File: src/rtl/clk_freq_meter_pkg.sv
package clk_freq_meter_pkg;
  typedef enum logic [1:0] {
    WIN_IDLE  = 2'd0,
    WIN_ARMED = 2'd1,
    WIN_COUNT = 2'd2
  } win_state_e;

  typedef enum logic {
    SRC_RC   = 1'b0,
    SRC_XTAL = 1'b1
  } osc_src_e;
endpackage

File: src/rtl/slow_edge_sync.sv
module slow_edge_sync #(
  parameter int unsigned STAGES = 2
) (
  input  logic clk_i,
  input  logic rst_ni,
  input  logic slow_i,
  output logic rise_o,
  output logic fall_o
);
  logic [STAGES-1:0] sync_q;
  logic              prev_q;

  generate
    if (STAGES == 1) begin : g_single
      always_ff @(posedge clk_i or negedge rst_ni)
        if (!rst_ni) sync_q <= '0;
        else         sync_q <= slow_i;
    end else begin : g_chain
      always_ff @(posedge clk_i or negedge rst_ni)
        if (!rst_ni) sync_q <= '0;
        else         sync_q <= {sync_q[STAGES-2:0], slow_i};
    end
  endgenerate

  always_ff @(posedge clk_i or negedge rst_ni)
    if (!rst_ni) prev_q <= 1'b0;
    else         prev_q <= sync_q[STAGES-1];

  assign rise_o =  sync_q[STAGES-1] & ~prev_q;
  assign fall_o = ~sync_q[STAGES-1] &  prev_q;
endmodule

File: src/rtl/freq_trigger.sv
module freq_trigger
  import clk_freq_meter_pkg::*;
(
  input  logic clk_i,
  input  logic rst_ni,
  input  logic src_sel_i,
  input  logic rc_stable_i,
  input  logic xtal_stable_i,
  input  logic meas_req_i,
  output logic trig_o
);
  logic rc_q, xtal_q, sel_q;
  logic rc_hit, xtal_hit, sel_hit;

  always_ff @(posedge clk_i or negedge rst_ni)
    if (!rst_ni) begin
      rc_q   <= 1'b0;
      xtal_q <= 1'b0;
      sel_q  <= SRC_RC;
    end else begin
      rc_q   <= rc_stable_i;
      xtal_q <= xtal_stable_i;
      sel_q  <= src_sel_i;
    end

  // edge-qualified so a flag held high fires once
  assign rc_hit   = (src_sel_i == SRC_RC)   & rc_stable_i   & ~rc_q;
  assign xtal_hit = (src_sel_i == SRC_XTAL) & xtal_stable_i & ~xtal_q;
  assign sel_hit  = src_sel_i ^ sel_q;
  assign trig_o   = rc_hit | xtal_hit | sel_hit | meas_req_i;
endmodule

File: src/rtl/freq_window.sv
module freq_window
  import clk_freq_meter_pkg::*;
#(
  parameter int unsigned CNT_W     = 16,
  parameter int unsigned WIN_FALLS = 16
) (
  input  logic             clk_i,
  input  logic             rst_ni,
  input  logic             trig_i,
  input  logic             rise_i,
  input  logic             fall_i,
  output logic [CNT_W-1:0] count_o,
  output logic             ready_o,
  output logic             counting_o
);
  localparam int unsigned FW = (WIN_FALLS > 1) ? $clog2(WIN_FALLS) : 1;
  localparam logic [FW-1:0] LAST_FALL = FW'(WIN_FALLS - 1);
  localparam logic [CNT_W-1:0] CNT_MAX = '1;

  win_state_e       state_q;
  logic [CNT_W-1:0] cnt_q;
  logic [FW-1:0]    falls_q;
  logic             ready_q;

  always_ff @(posedge clk_i or negedge rst_ni)
    if (!rst_ni) begin
      state_q <= WIN_IDLE;
      cnt_q   <= '0;
      falls_q <= '0;
      ready_q <= 1'b0;
    end else if (trig_i) begin
      state_q <= WIN_ARMED;
      cnt_q   <= '0;
      falls_q <= '0;
      ready_q <= 1'b0;
    end else begin
      case (state_q)
        WIN_ARMED: if (rise_i) state_q <= WIN_COUNT;
        WIN_COUNT: begin
          if (cnt_q != CNT_MAX) cnt_q <= cnt_q + CNT_W'(1);
          if (fall_i) begin
            if (falls_q == LAST_FALL) begin
              state_q <= WIN_IDLE;
              ready_q <= 1'b1;
            end else begin
              falls_q <= falls_q + FW'(1);
            end
          end
        end
        default: state_q <= WIN_IDLE;
      endcase
    end

  assign count_o    = cnt_q;
  assign ready_o    = ready_q;
  assign counting_o = (state_q == WIN_COUNT);
endmodule

File: src/rtl/clk_freq_meter.sv
module clk_freq_meter #(
  parameter int unsigned CNT_W       = 16,
  parameter int unsigned WIN_FALLS   = 16,
  parameter int unsigned SYNC_STAGES = 2
) (
  input  logic             clk_i,
  input  logic             rst_ni,
  input  logic             slow_clk_i,
  input  logic             src_sel_i,
  input  logic             rc_stable_i,
  input  logic             xtal_stable_i,
  input  logic             meas_req_i,
  output logic [CNT_W-1:0] count_o,
  output logic             ready_o
);
  logic trig, rise_edge, fall_edge, counting;

  slow_edge_sync #(.STAGES(SYNC_STAGES)) u_sync (
    .clk_i (clk_i),
    .rst_ni(rst_ni),
    .slow_i(slow_clk_i),
    .rise_o(rise_edge),
    .fall_o(fall_edge)
  );

  freq_trigger u_trig (
    .clk_i        (clk_i),
    .rst_ni       (rst_ni),
    .src_sel_i    (src_sel_i),
    .rc_stable_i  (rc_stable_i),
    .xtal_stable_i(xtal_stable_i),
    .meas_req_i   (meas_req_i),
    .trig_o       (trig)
  );

  freq_window #(.CNT_W(CNT_W), .WIN_FALLS(WIN_FALLS)) u_win (
    .clk_i     (clk_i),
    .rst_ni    (rst_ni),
    .trig_i    (trig),
    .rise_i    (rise_edge),
    .fall_i    (fall_edge),
    .count_o   (count_o),
    .ready_o   (ready_o),
    .counting_o(counting)
  );
endmodule

File: config.mk
export PLATFORM = sky130hd
export DESIGN_NAME = clk_freq_meter
export DESIGN_NICKNAME = d
export VERILOG_FILES = /design/src/rtl/clk_freq_meter_pkg.sv /design/src/rtl/slow_edge_sync.sv /design/src/rtl/freq_trigger.sv /design/src/rtl/freq_window.sv /design/src/rtl/clk_freq_meter.sv
export SDC_FILE = /design/constraint.sdc
export NUM_CORES = 1
export LEC_CHECK = 0
export BUFFER_PORTS_ARGS = -buffer_cell sky130_fd_sc_hd__buf_2
export CAP_MARGIN = 20
export CORE_MARGIN = 2
export CORE_UTILIZATION = 55
export DETAILED_ROUTE_END_ITERATION = 10
export PLACE_DENSITY = 0.79
export SLEW_MARGIN = 40
export SYNTH_ARGS = -nofsm -noshare
export SYNTH_HDL_FRONTEND = slang
export SYNTH_SLANG_ARGS = --single-unit
File: constraint.sdc
create_clock -name clk_i -period 2.1 [get_ports clk_i]
set_input_delay 0.105 -clock clk_i [delete_from_list [all_inputs] [get_ports clk_i]]
set_output_delay 0.105 -clock clk_i [all_outputs]
set_load 0.1 [all_outputs]
After elaboration in Yosys (flattened, before gate mapping)
Cells that the tools add are included.
{"block": "word_totals", "word_cells": 58, "output_inout_bits": 17, "regBits": 29, "in_bits": 7}
{"block": "classes", "bitwise": 15, "addsub": 2, "muxes": 16, "n_reduce_logical": 8, "n_eq_ne": 8}
{"op": "two-way mux 16 bit", "n": 3}
{"op": "adder 16 x 1 -> 16 bit, second input constant", "n": 1}
{"op": "two-way mux 4 bit", "n": 4}
{"op": "!= test 16 bit, second input constant", "n": 1}
{"op": "AND reduction 3 bit", "n": 3}
{"op": "two-way mux 2 bit", "n": 4}
{"op": "nonzero test 2 bit", "n": 4}
{"op": "bitwise AND 1 bit", "n": 6}
{"op": "!= test 3 bit, second input constant", "n": 2}
{"op": "NOT 1 bit", "n": 5}
{"op": "adder 4 x 1 -> 4 bit, second input constant", "n": 1}
{"op": "== test 4 bit, second input constant", "n": 1}
{"op": "two-way mux 1 bit", "n": 4}
{"op": "one-hot mux 2 bit (2 select lines)", "n": 1}
{"op": "!= test 3 x 2 -> 1 bit, second input constant", "n": 1}
{"op": "bitwise OR 1 bit", "n": 3}
{"op": "== test 2 x 1 -> 1 bit, second input constant", "n": 1}
{"op": "== test 2 bit, second input constant", "n": 1}
{"op": "!= test 2 bit, second input constant", "n": 1}
{"op": "AND reduction 2 bit", "n": 1}
{"op": "bitwise XOR 1 bit", "n": 1}

Depth between registers and ports, before layout
Gate-level depths: netlist of run 1.
{"block": "depth", "word_depth": 8, "mapped_depth": 6, "ltp_nobuf": 5}

Hierarchy
Synthesis of run 1 repeated with hierarchy kept, for this count alone.
{"block": "hier_totals", "hier_cells": 143, "hier_area_um2": 1491.4}
{"module": "freq_window", "seq_area_each_um2": 575.6, "area_per_inst_um2": 1295.0, "n_inst": 1, "cells_per_inst": 129}
{"module": "freq_trigger", "seq_area_each_um2": 75.1, "area_per_inst_um2": 106.4, "n_inst": 1, "cells_per_inst": 9}
{"module": "slow_edge_sync", "seq_area_each_um2": 75.1, "area_per_inst_um2": 90.1, "n_inst": 1, "cells_per_inst": 5}

Worst setup path before layout of run 1
Ideal clock, no wire load.
{"block": "synth_path", "path_type": "register to register", "from": "register u_win.cnt_q[1] (netlist: u_win.count_o[1])", "to": "register u_win.cnt_q[12] (netlist: u_win.count_o[12])", "path_stages_with_launch": 7, "arrival_time_ps": 2513, "path_buffers": 1, "setup_ps": 78, "slack_ps": -491, "synth_period_minus_slack_ps": 2591, "t_required_ps": 2022, "path_cell_list": "dfrtp_1 ha_1 nand2_1 or3_1 clkbuf_1 or4_1 a21oi_1"}
{"block": "synth_between", "elab_chain_cells": 4, "word_cells_on_any_way": 7, "classes_between": "add/sub (1); eq/ne (1); mux (3); reduce/logical (2)"}
{"item": "from (decl)", "line_no": "freq_window.sv:21", "source": "logic [CNT_W-1:0] cnt_q;"}
{"item": "from (signal assigned)", "line_no": "freq_window.sv:40", "source": "if (cnt_q != CNT_MAX) cnt_q <= cnt_q + CNT_W'(1);"}
{"item": "adder 16 x 1 -> 16 bit", "line_no": "freq_window.sv:40"}
{"item": "two-way mux 16 bit", "line_no": "freq_window.sv:40"}
{"item": "two-way mux 16 bit", "line_no": "freq_window.sv:37", "source": "case (state_q)"}
{"item": "two-way mux 16 bit", "line_no": "freq_window.sv:31", "source": "end else if (trig_i) begin"}
Parallel ways exist; a longest one is shown, timed or not. The select of a mux whose other input is x is not followed.
A chain may end at the register's enable or synchronous reset.

Worst setup path after layout of run 1
{"block": "layout_path", "from": "input port xtal_stable_i", "to": "register u_win.cnt_q[14] (netlist: u_win.count_o[14])"}
{"block": "layout_between", "elab_chain_cells": 7, "word_cells_on_any_way": 9, "classes_between": "mux (1); bitwise (5); reduce/logical (3)"}
{"item": "from (decl)", "line_no": "clk_freq_meter.sv:11", "source": "input logic xtal_stable_i,"}
{"item": "bitwise AND 1 bit (*) (2 in a row)", "line_no": "freq_trigger.sv:28", "source": "assign xtal_hit = (src_sel_i == SRC_XTAL) & xtal_stable_i & ~xtal_q;"}
{"item": "bitwise OR 1 bit (*) (3 in a row)", "line_no": "freq_trigger.sv:30", "source": "assign trig_o = rc_hit | xtal_hit | sel_hit | meas_req_i;"}
{"item": "nonzero test 2 bit (no line)"}
{"item": "AND reduction 2 bit (no line)"}
Mark *: on every way between the ends. The rest lies on a longest branch, timed or not.

==> results.sh, run 1 <==
export IMPL_outcome="complete, no violations"
export IMPL_ios=24
export IMPL_cts_tree="built"
export IMPL_ir_worst_vdd_v=0.000604
export IMPL_period_share_pct=93.5
export IMPL_grt_pass1_wl_mm=5.34
export IMPL_synth_nets=155
export IMPL_drv_slew=0
export IMPL_detailed_place_hpwl_mm=2.23
export IMPL_cts_buffers=5
export IMPL_die_height_um=55.3
export IMPL_via_per_inst=6.06
export IMPL_overflow=0
export IMPL_critPathMaxFanout=13
export IMPL_antenna_found_initial=0
export IMPL_syn_avg_cell_area_um2=9.92
export IMPL_postRouteAntennaNets=0
export IMPL_grtUsageTotal_pct=22.4
export IMPL_drive_above_1_share_pct=31.7
export IMPL_worst_ep_arrival_time_ps=2200
export IMPL_drc=0
export IMPL_synth_simple_area_share_pct=26.0
export IMPL_post_cts_buffers=0
export IMPL_yosys_area_top_type="dfrtp_1"
export IMPL_fmax_ghz=0.509
export IMPL_muxShareOfSynthArea_pct=2.07
export IMPL_stdcell_count=210
export IMPL_finalSetupViolCount=0
export IMPL_synthDistinctLibCells=34
export IMPL_cts_resized=0
export IMPL_drt_total_wl_mm=3.02
export IMPL_hold_path_class="primary input to flop"
export IMPL_clockBufferDepth=2
export IMPL_syn_cell_area_um2=1450
export IMPL_clock_sinks=29
export IMPL_cp_cell_sequence="dlygate4sd3_1 -> buf_2 -> nor2b_1 -> o2bb2ai_1 -> nand2_1 -> buf_4 -> a211oi_1"
export IMPL_power_leakage_nw=0.684
export IMPL_grt_max_degree=30
export IMPL_final_common_cell="buf_2"
export IMPL_firstDrtPassIters=4
export IMPL_path_class="primary input to flop"
export IMPL_grt_pass1_vias=1209
export IMPL_synth_top_family_by_area="simple AND/OR/NAND/NOR gates"
export IMPL_async_flop_share_pct=100
export IMPL_initial_core_util_pct=58.4
export IMPL_synth_compound_area_share_pct=13.6
export IMPL_hold_viol=0
export IMPL_end_kind="flop"
export IMPL_fin_skew_ps=10.8
export IMPL_synthCells=146
export IMPL_drtIter0Drc=34
export IMPL_power_uw=934
export IMPL_fp_dieW_um=55.3
export IMPL_dp_worst_setup_slack_ps=182
export IMPL_worst_path_largest_cell_delay_ps=540
export IMPL_tns_ps=0
export IMPL_synth_edf_count=0
export IMPL_powerDensity_nw_per_um2=538
export IMPL_ys_warn_count=0
export IMPL_fin_ws_ps=137
export IMPL_syn_to_final_growth_pct=20.0
export IMPL_insertion_delay_ps=320
export IMPL_synth_main_ff_cell="dfrtp_1"
export IMPL_hold_buffers=5
export IMPL_die_area_um2=3060
export IMPL_synth_adder_area_share_pct=1.73
export IMPL_route_vias_total=1273
export IMPL_crit_slowest_cell="dlygate4sd3_1"
export IMPL_numPortBuffers=23
export IMPL_synth_top_cells_by_area="dfrtp_1 50%, nand3_1 4.8%, a21oi_1 4.5%"
export IMPL_synth_top_cell_area_share_pct=50.1
export IMPL_cts_root_buf="clkbuf_4"
export IMPL_gp_congestion=0.780
export IMPL_postLayoutCoreUtil_pct=70.1
export IMPL_max_slew_margin_pct=58.1
export IMPL_core_um2=2480
export IMPL_rsz0062_at_grt="false"
export IMPL_diodes=0
export IMPL_critPathRequiredTime_ps=2330
export IMPL_maxCapViolCount=0
export IMPL_nets=188
export IMPL_placementRows=18
export IMPL_final_cell_mix="23 x buf_2, 15 x dfrtp_1, 14 x nand3_1"
export IMPL_cp_start_kind="primary input"
export IMPL_worstMarginPinSlew_ps=629
export IMPL_synth_xor_area_share_pct=1.82
export IMPL_period_needed_ps=1960
export IMPL_path_clk_slew_ps=90
export IMPL_yosysSeqAreaShare_pct=50.1
export IMPL_placed_cells=197
export IMPL_synth_ff_latch_count=29
export IMPL_avgRoutedWirePerCell_um=14.4
export IMPL_h_tree_depth=2
-- critical path: cells and delay by family --
family	cells	cell delay, ps
simple gates	2	540
compound gates	2	580
buf+inv	3	970
-- power breakdown --
part           internal (mW)  switching, mW  total, mW
logic                 0.0188         0.0294     0.0482
registers              0.565        0.00484      0.569
clock network          0.127          0.189      0.316
total                  0.711          0.223      0.934
-- final timing paths --
| kind | from | end | slack (ps) | depth (start not counted) |
|---|---|---|---|---|
| max in group asynchronous | rst_ni | u_win.count_o[4] | 1300 | 2 |
| hold / removal | meas_req_i | u_win.count_o[1] | 150 | 4 |
| setup reg to reg | u_win.count_o[0] | u_win.count_o[12] | 150 | 5 |
| min in group asynchronous | rst_ni | u_win.count_o[13] | 320 | 2 |
| setup / recovery | xtal_stable_i | u_win.count_o[14] | 140 | 7 |
| hold reg to reg | u_sync.sync_q[0] | u_sync.sync_q[1] | 370 | 0 |
-- synth_stat cells (all sizes together), types with 3 or more instances --
cell,n
dfrtp,29
or4,7
xor2,3
nor4,5
nand3,14
or3,7
inv,8
nand2,10
a21oi,13
clkbuf,4
mux2i,3
nand4,3
o21ai,4
o31ai,6
nand2b,4
nor2,8
-- routing by layer --
layer	vias up	wire (µm)	track usage, %
met4	0	28	7.32
met5	-	0	0
li1	609	-	-
met1	616	1270	27.4
met2	43	1570	37.2
met3	5	149	7.26
-- state kept, by name (all words and copies together), names as in the netlist --
signal / flops
u_trig.xtal_q: 1
u_win.count_o: 16
u_trig.sel_q: 1
u_win.state_q: 2
u_sync.sync_q: 2
u_sync.prev_q: 1
u_trig.rc_q: 1
u_win.falls_q: 4
u_win.ready_o: 1
-- cell families (layout without fill, tap and decap cells) --
kind of cell	count (synthesis)	after routing
compound gates	31	31
simple gates	64	64
xor+xnor	3	3
buf+inv	14	48
flops	29	29
fa+ha+maj	2	2
mux	3	3
-- area by class of cell --
class / instances / area (µm²)
clock buffers: 6 / 41.3
clock inverters: 2 / 10.0
fillers: 204 / 741
inverters: 8 / 30.0
multi-input cells: 103 / 667
flip-flops and latches: 29 / 756
well taps: 30 / 37.5
repair buffers: 32 / 195
-- per-stage QoR --
step                      hold WS [ps]  cell area (µm²)
after CTS                          140             1740
after global placement             157             1640
after global routing               137             1740
after floorplan                   -191             1490
final                              145             1740
after detailed placement           163             1640
No activity file was read; power rests on OpenSTA's default activity.
==> inputs of run 2 (changes only) <==
- CTS_CLUSTER_SIZE: default -> 40
- RECOVER_POWER: default -> 25
==> run 2 against run 1 <==
Critical path depth unchanged. Count of clock-buffer cells in the layout unchanged. Sequential share of layout area increased by 0.094 points. First-iteration DRC count unchanged. Combinational power decreased by 1%. Hold slack about the same. Cell area decreased by 0.22%. Setup slack improved by 14 ps. Power about the same. Register-to-register slack about the same. Sequential power about the same. Critical endpoint unchanged. Largest power group unchanged.
==> results.sh, run 2 (same netlist as run 1, synthesis figures left out) <==
export IMPL_outcome="complete, no violations"
export IMPL_cts_tree="built"
export IMPL_seq_area_um2=756
export IMPL_critPathRequiredTime_ps=2330
export IMPL_nets=188
export IMPL_ir_worst_vdd_v=0.000603
export IMPL_cts_root_buf="clkbuf_4"
export IMPL_max_slew_margin_pct=58.1
export IMPL_hold_path_class="primary input to flop"
export IMPL_insertion_delay_ps=320
export IMPL_initial_core_util_pct=58.4
export IMPL_multi_input_area_um2=667
export IMPL_grt_max_degree=30
export IMPL_grt_pass1_vias=1209
export IMPL_drtIter0Drc=34
export IMPL_final_cell_mix="20 x buf_2, 15 x dfrtp_1, 14 x nand3_1"
export IMPL_fp_dieW_um=55.3
export IMPL_tns_ps=0
export IMPL_fillCellCount=207
export IMPL_crit_slowest_cell="dlygate4sd3_1"
export IMPL_gp_congestion=0.780
export IMPL_power_uw=933
export IMPL_diodes=0
export IMPL_cp_start_kind="primary input"
export IMPL_route_vias_total=1273
export IMPL_grtUsageTotal_pct=22.4
export IMPL_powerDensity_nw_per_um2=539
export IMPL_fin_area_um2=1730
export IMPL_rsz0062_at_grt="false"
export IMPL_power_leakage_nw=0.676
export IMPL_maxCapViolCount=0
export IMPL_clock_sinks=29
export IMPL_worstMarginPinSlew_ps=628
export IMPL_place_area_um2=1640
export IMPL_worst_path_largest_cell_delay_ps=540
export IMPL_path_class="primary input to flop"
export IMPL_detailed_place_hpwl_mm=2.23
export IMPL_h_tree_depth=2
export IMPL_avgRoutedWirePerCell_um=14.4
export IMPL_period_share_pct=92.8
export IMPL_period_needed_ps=1950
export IMPL_hold_viol=0
export IMPL_ios=24
export IMPL_end_kind="flop"
export IMPL_overflow=0
export IMPL_route_met2_wl_mm=1.57
export IMPL_die_area_um2=3060
export IMPL_critPathMaxFanout=13
export IMPL_finalSetupViolCount=0
export IMPL_wl_met3_um=159
export IMPL_antenna_found_initial=0
export IMPL_finalHoldWorstSlack_ps=145
export IMPL_final_common_cell="buf_2"
export IMPL_worst_ep_arrival_time_ps=2180
export IMPL_drv_slew=0
export IMPL_clockBufferDepth=2
export IMPL_path_clk_slew_ps=90
export IMPL_largest_register_ffs=16
export IMPL_numPortBuffers=23
export IMPL_cp_cell_sequence="dlygate4sd3_1 -> clkbuf_1 -> nor2b_1 -> o2bb2ai_1 -> nand2_1 -> buf_4 -> a211oi_1"
export IMPL_topRoutingLayerUsed="met4"
export IMPL_cts_buffers=5
export IMPL_drt_total_wl_mm=3.02
export IMPL_m1WireLength_mm=1.26
export IMPL_die_height_um=55.3
export IMPL_via_per_inst=6.06
export IMPL_drc=0
export IMPL_firstDrtPassIters=4
export IMPL_fmax_ghz=0.513
export IMPL_core_um2=2480
export IMPL_syn_to_final_growth_pct=19.7
export IMPL_cts_resized=0
export IMPL_grt_pass1_wl_mm=5.34
export IMPL_placementRows=18
export IMPL_postRouteAntennaNets=0
export IMPL_drive_above_1_share_pct=30.0
export IMPL_fin_skew_ps=10.7
[run 2: cell count changes in the layout (fill, tap and decap cells not counted), sizes merged]
cell	previous run	this run
buf	27	24
clkbuf	6	9
[run 2: final cells by class]
type / count / share of cell area [%]
clock buffer: 6 / 2.38
clock inverter: 2 / 0.578
inverter: 8 / 1.73
multi-input combinational: 103 / 38.5
sequential: 29 / 43.6
tap: 30 / 2.17
timing repair buffer: 32 / 11.0
[run 2: path summary, 6_finish.rpt]
check                      slack (ps)        startpoint  depth (start not counted)                 to
setup / recovery                  150     xtal_stable_i                          7  u_win.count_o[14]
hold / removal                    150        meas_req_i                          4   u_win.count_o[1]
setup reg to reg                  150  u_win.count_o[0]                          5  u_win.count_o[12]
hold reg to reg                   370  u_sync.sync_q[0]                          0   u_sync.sync_q[1]
max in group asynchronous        1300            rst_ni                          2   u_win.count_o[4]
min in group asynchronous         320            rst_ni                          2  u_win.count_o[13]
[run 2: what timing repair did]
action	in CTS	in global routing
endpoints found under the hold margin	33	0
setup buffers	0	0
hold buffers	5	0
[run 2: critical path, delay by kind of cell]
family | cells | cell delay (ps)
AOI/OAI and AO/OA | 2 | 580
buffers and inverters | 3 | 950
and+or+nand+nor | 2 | 540
[run 2: stage by stage]
stage	instances	utilization [%]	setup WS (ps)
2_1_floorplan	146	-	3.74
3_3_place_gp	197	66.0	250
3_5_place_dp	197	66.0	182
4_1_cts	210	70.1	162
5_1_grt	210	69.9	32.7
6_report	210	69.9	151
[run 2: power breakdown]
part	switching [mW]	leakage [nW]	internal (mW)	total, mW
sequential	0.00484	0.361	0.565	0.569
clock	0.189	0.0320	0.127	0.316
combinational	0.0295	0.282	0.0180	0.0475
total	0.223	0.676	0.710	0.933
[run 2: metal layers]
metal | track usage [%] | vias to the layer above
met5 | 0 | -
met4 | 7.32 | 0
met1 | 27.4 | 610
li1 | - | 610
met2 | 37.2 | 46
met3 | 7.26 | 7
==> inputs of run 3 (changes only) <==
- RECOVER_POWER: 25 -> 50
==> run 3 against run 2 <==
Non-clock buffer count unchanged. Via count barely moved. Utilization shrank 0.10 points. Cell area fell by 0.14%.
==> results.sh, run 3 (same netlist as run 1, synthesis figures left out) <==
export IMPL_drv_slew=0
export IMPL_fp_dieW_um=55.3
export IMPL_path_class="primary input to flop"
export IMPL_outcome="complete, no violations"
export IMPL_critPathMaxFanout=13
export IMPL_ios=24
export IMPL_postRouteAntennaNets=0
export IMPL_grt_max_degree=30
export IMPL_drtIter0Drc=34
export IMPL_core_um2=2480
export IMPL_route_vias_total=1272
export IMPL_firstDrtPassIters=4
export IMPL_period_share_pct=92.8
export IMPL_cp_cell_sequence="dlygate4sd3_1 -> clkbuf_1 -> nor2b_1 -> o2bb2ai_1 -> nand2_1 -> buf_4 -> a211oi_1"
export IMPL_ir_worst_vdd_v=0.000603
export IMPL_h_tree_depth=2
export IMPL_die_height_um=55.3
export IMPL_drc=0
export IMPL_diodes=0
export IMPL_worst_path_largest_cell_delay_ps=540
export IMPL_path_clk_slew_ps=90
export IMPL_rsz0062_at_grt="false"
export IMPL_detailed_place_hpwl_mm=2.23
export IMPL_final_common_cell="buf_2"
export IMPL_die_area_um2=3060
export IMPL_hold_viol=0
export IMPL_end_kind="flop"
export IMPL_powerDensity_nw_per_um2=539
export IMPL_ff2ff_setup_slack_ps=150
export IMPL_grtUsageTotal_pct=22.4
export IMPL_dp_worst_setup_slack_ps=182
export IMPL_nets=188
export IMPL_critPathRequiredTime_ps=2330
export IMPL_cts_root_buf="clkbuf_4"
export IMPL_fin_ws_ps=151
export IMPL_initial_core_util_pct=58.4
export IMPL_period_needed_ps=1950
export IMPL_placementRows=18
export IMPL_cts_buffers=5
export IMPL_gp_congestion=0.780
export IMPL_grt_pass1_wl_mm=5.34
export IMPL_clockBufferDepth=2
export IMPL_largest_register_ffs=16
export IMPL_tns_ps=0
export IMPL_finalSetupViolCount=0
export IMPL_placed_cells=197
export IMPL_stdcell_count=210
export IMPL_overflow=0
export IMPL_numPortBuffers=23
export IMPL_drt_total_wl_mm=3.03
export IMPL_worstMarginPinSlew_ps=1160
export IMPL_crit_slowest_cell="dlygate4sd3_1"
export IMPL_insertion_delay_ps=320
export IMPL_fin_skew_ps=10.7
export IMPL_via_per_inst=6.06
export IMPL_power_leakage_nw=0.667
export IMPL_final_cell_mix="18 x buf_2, 15 x dfrtp_1, 14 x nand3_1"
export IMPL_maxCapViolCount=0
export IMPL_fmax_ghz=0.513
export IMPL_hold_path_class="primary input to flop"
export IMPL_cts_tree="built"
export IMPL_grt_pass1_vias=1209
export IMPL_cts_resized=0
export IMPL_avgRoutedWirePerCell_um=14.4
export IMPL_fillCellCount=209
export IMPL_cp_start_kind="primary input"
export IMPL_drive_above_1_share_pct=28.9
export IMPL_max_slew_margin_pct=22.9
export IMPL_clock_sinks=29
export IMPL_worst_ep_arrival_time_ps=2180
export IMPL_syn_to_final_growth_pct=19.5
export IMPL_antenna_found_initial=0
run 3: timing repair:
| action | in CTS | in global routing |
|---|---|---|
| endpoints found under the hold margin | 33 | 0 |
| hold buffers | 5 | 0 |
| setup buffers | 0 | 0 |
run 3: worst max-delay path, delay by kind of cell:
kind	cells	cell delay [ps]
buf+inv	3	950
compound gates	2	580
simple gates	2	540
run 3: area by class of cell:
type / count / area (µm²) / share of cell area [%]
sequential: 29 / 756 / 43.7
multi-input combinational: 103 / 667 / 38.5
timing repair buffer: 32 / 189 / 10.9
clock buffer: 6 / 41.3 / 2.39
tap: 30 / 37.5 / 2.17
inverter: 8 / 30.0 / 1.74
clock inverter: 2 / 10.0 / 0.578
run 3: metal layers:
metal / part of all wire, % / track usage (%) / routed length, µm / vias up
met5: 0 / 0 / 0 / -
met4: 0.93 / 7.32 / 28 / 0
met3: 4.9 / 7.26 / 147 / 5
met2: 52 / 37.2 / 1570 / 43
met1: 42 / 27.4 / 1280 / 616
li1: - / - / - / 608
run 3: report_power, final:
part	total, mW	switching, mW	internal [mW]
Clock	0.316	0.189	0.127
Sequential	0.569	0.00484	0.565
Combinational	0.0476	0.0295	0.0181
run 3: per-stage QoR:
| stage | cell area [µm²] | power (mW) | hold slack (ps) | util (%) |
|---|---|---|---|---|
| global route | 1730 | 0.989 | 137 | 69.8 |
| detailed placement | 1640 | 0.623 | 163 | 66.0 |
| finish | 1730 | 0.933 | 145 | 69.8 |
| floorplan | 1490 | 0.599 | -191 | - |
| CTS | 1740 | 0.944 | 140 | 70.1 |
| global placement | 1640 | 0.620 | 157 | 66.0 |
run 3: final timing paths:
| kind | startpoint | cells past startpoint | endpoint |
|---|---|---|---|
| min in group asynchronous | rst_ni | 2 | u_win.count_o[13] |
| worst max-delay path | xtal_stable_i | 7 | u_win.count_o[14] |
| worst min register to register | u_sync.sync_q[0] | 0 | u_sync.sync_q[1] |
| worst max register to register | u_win.count_o[0] | 5 | u_win.count_o[12] |
| worst min-delay path | meas_req_i | 4 | u_win.count_o[1] |
| max in group asynchronous | rst_ni | 2 | u_win.count_o[4] |
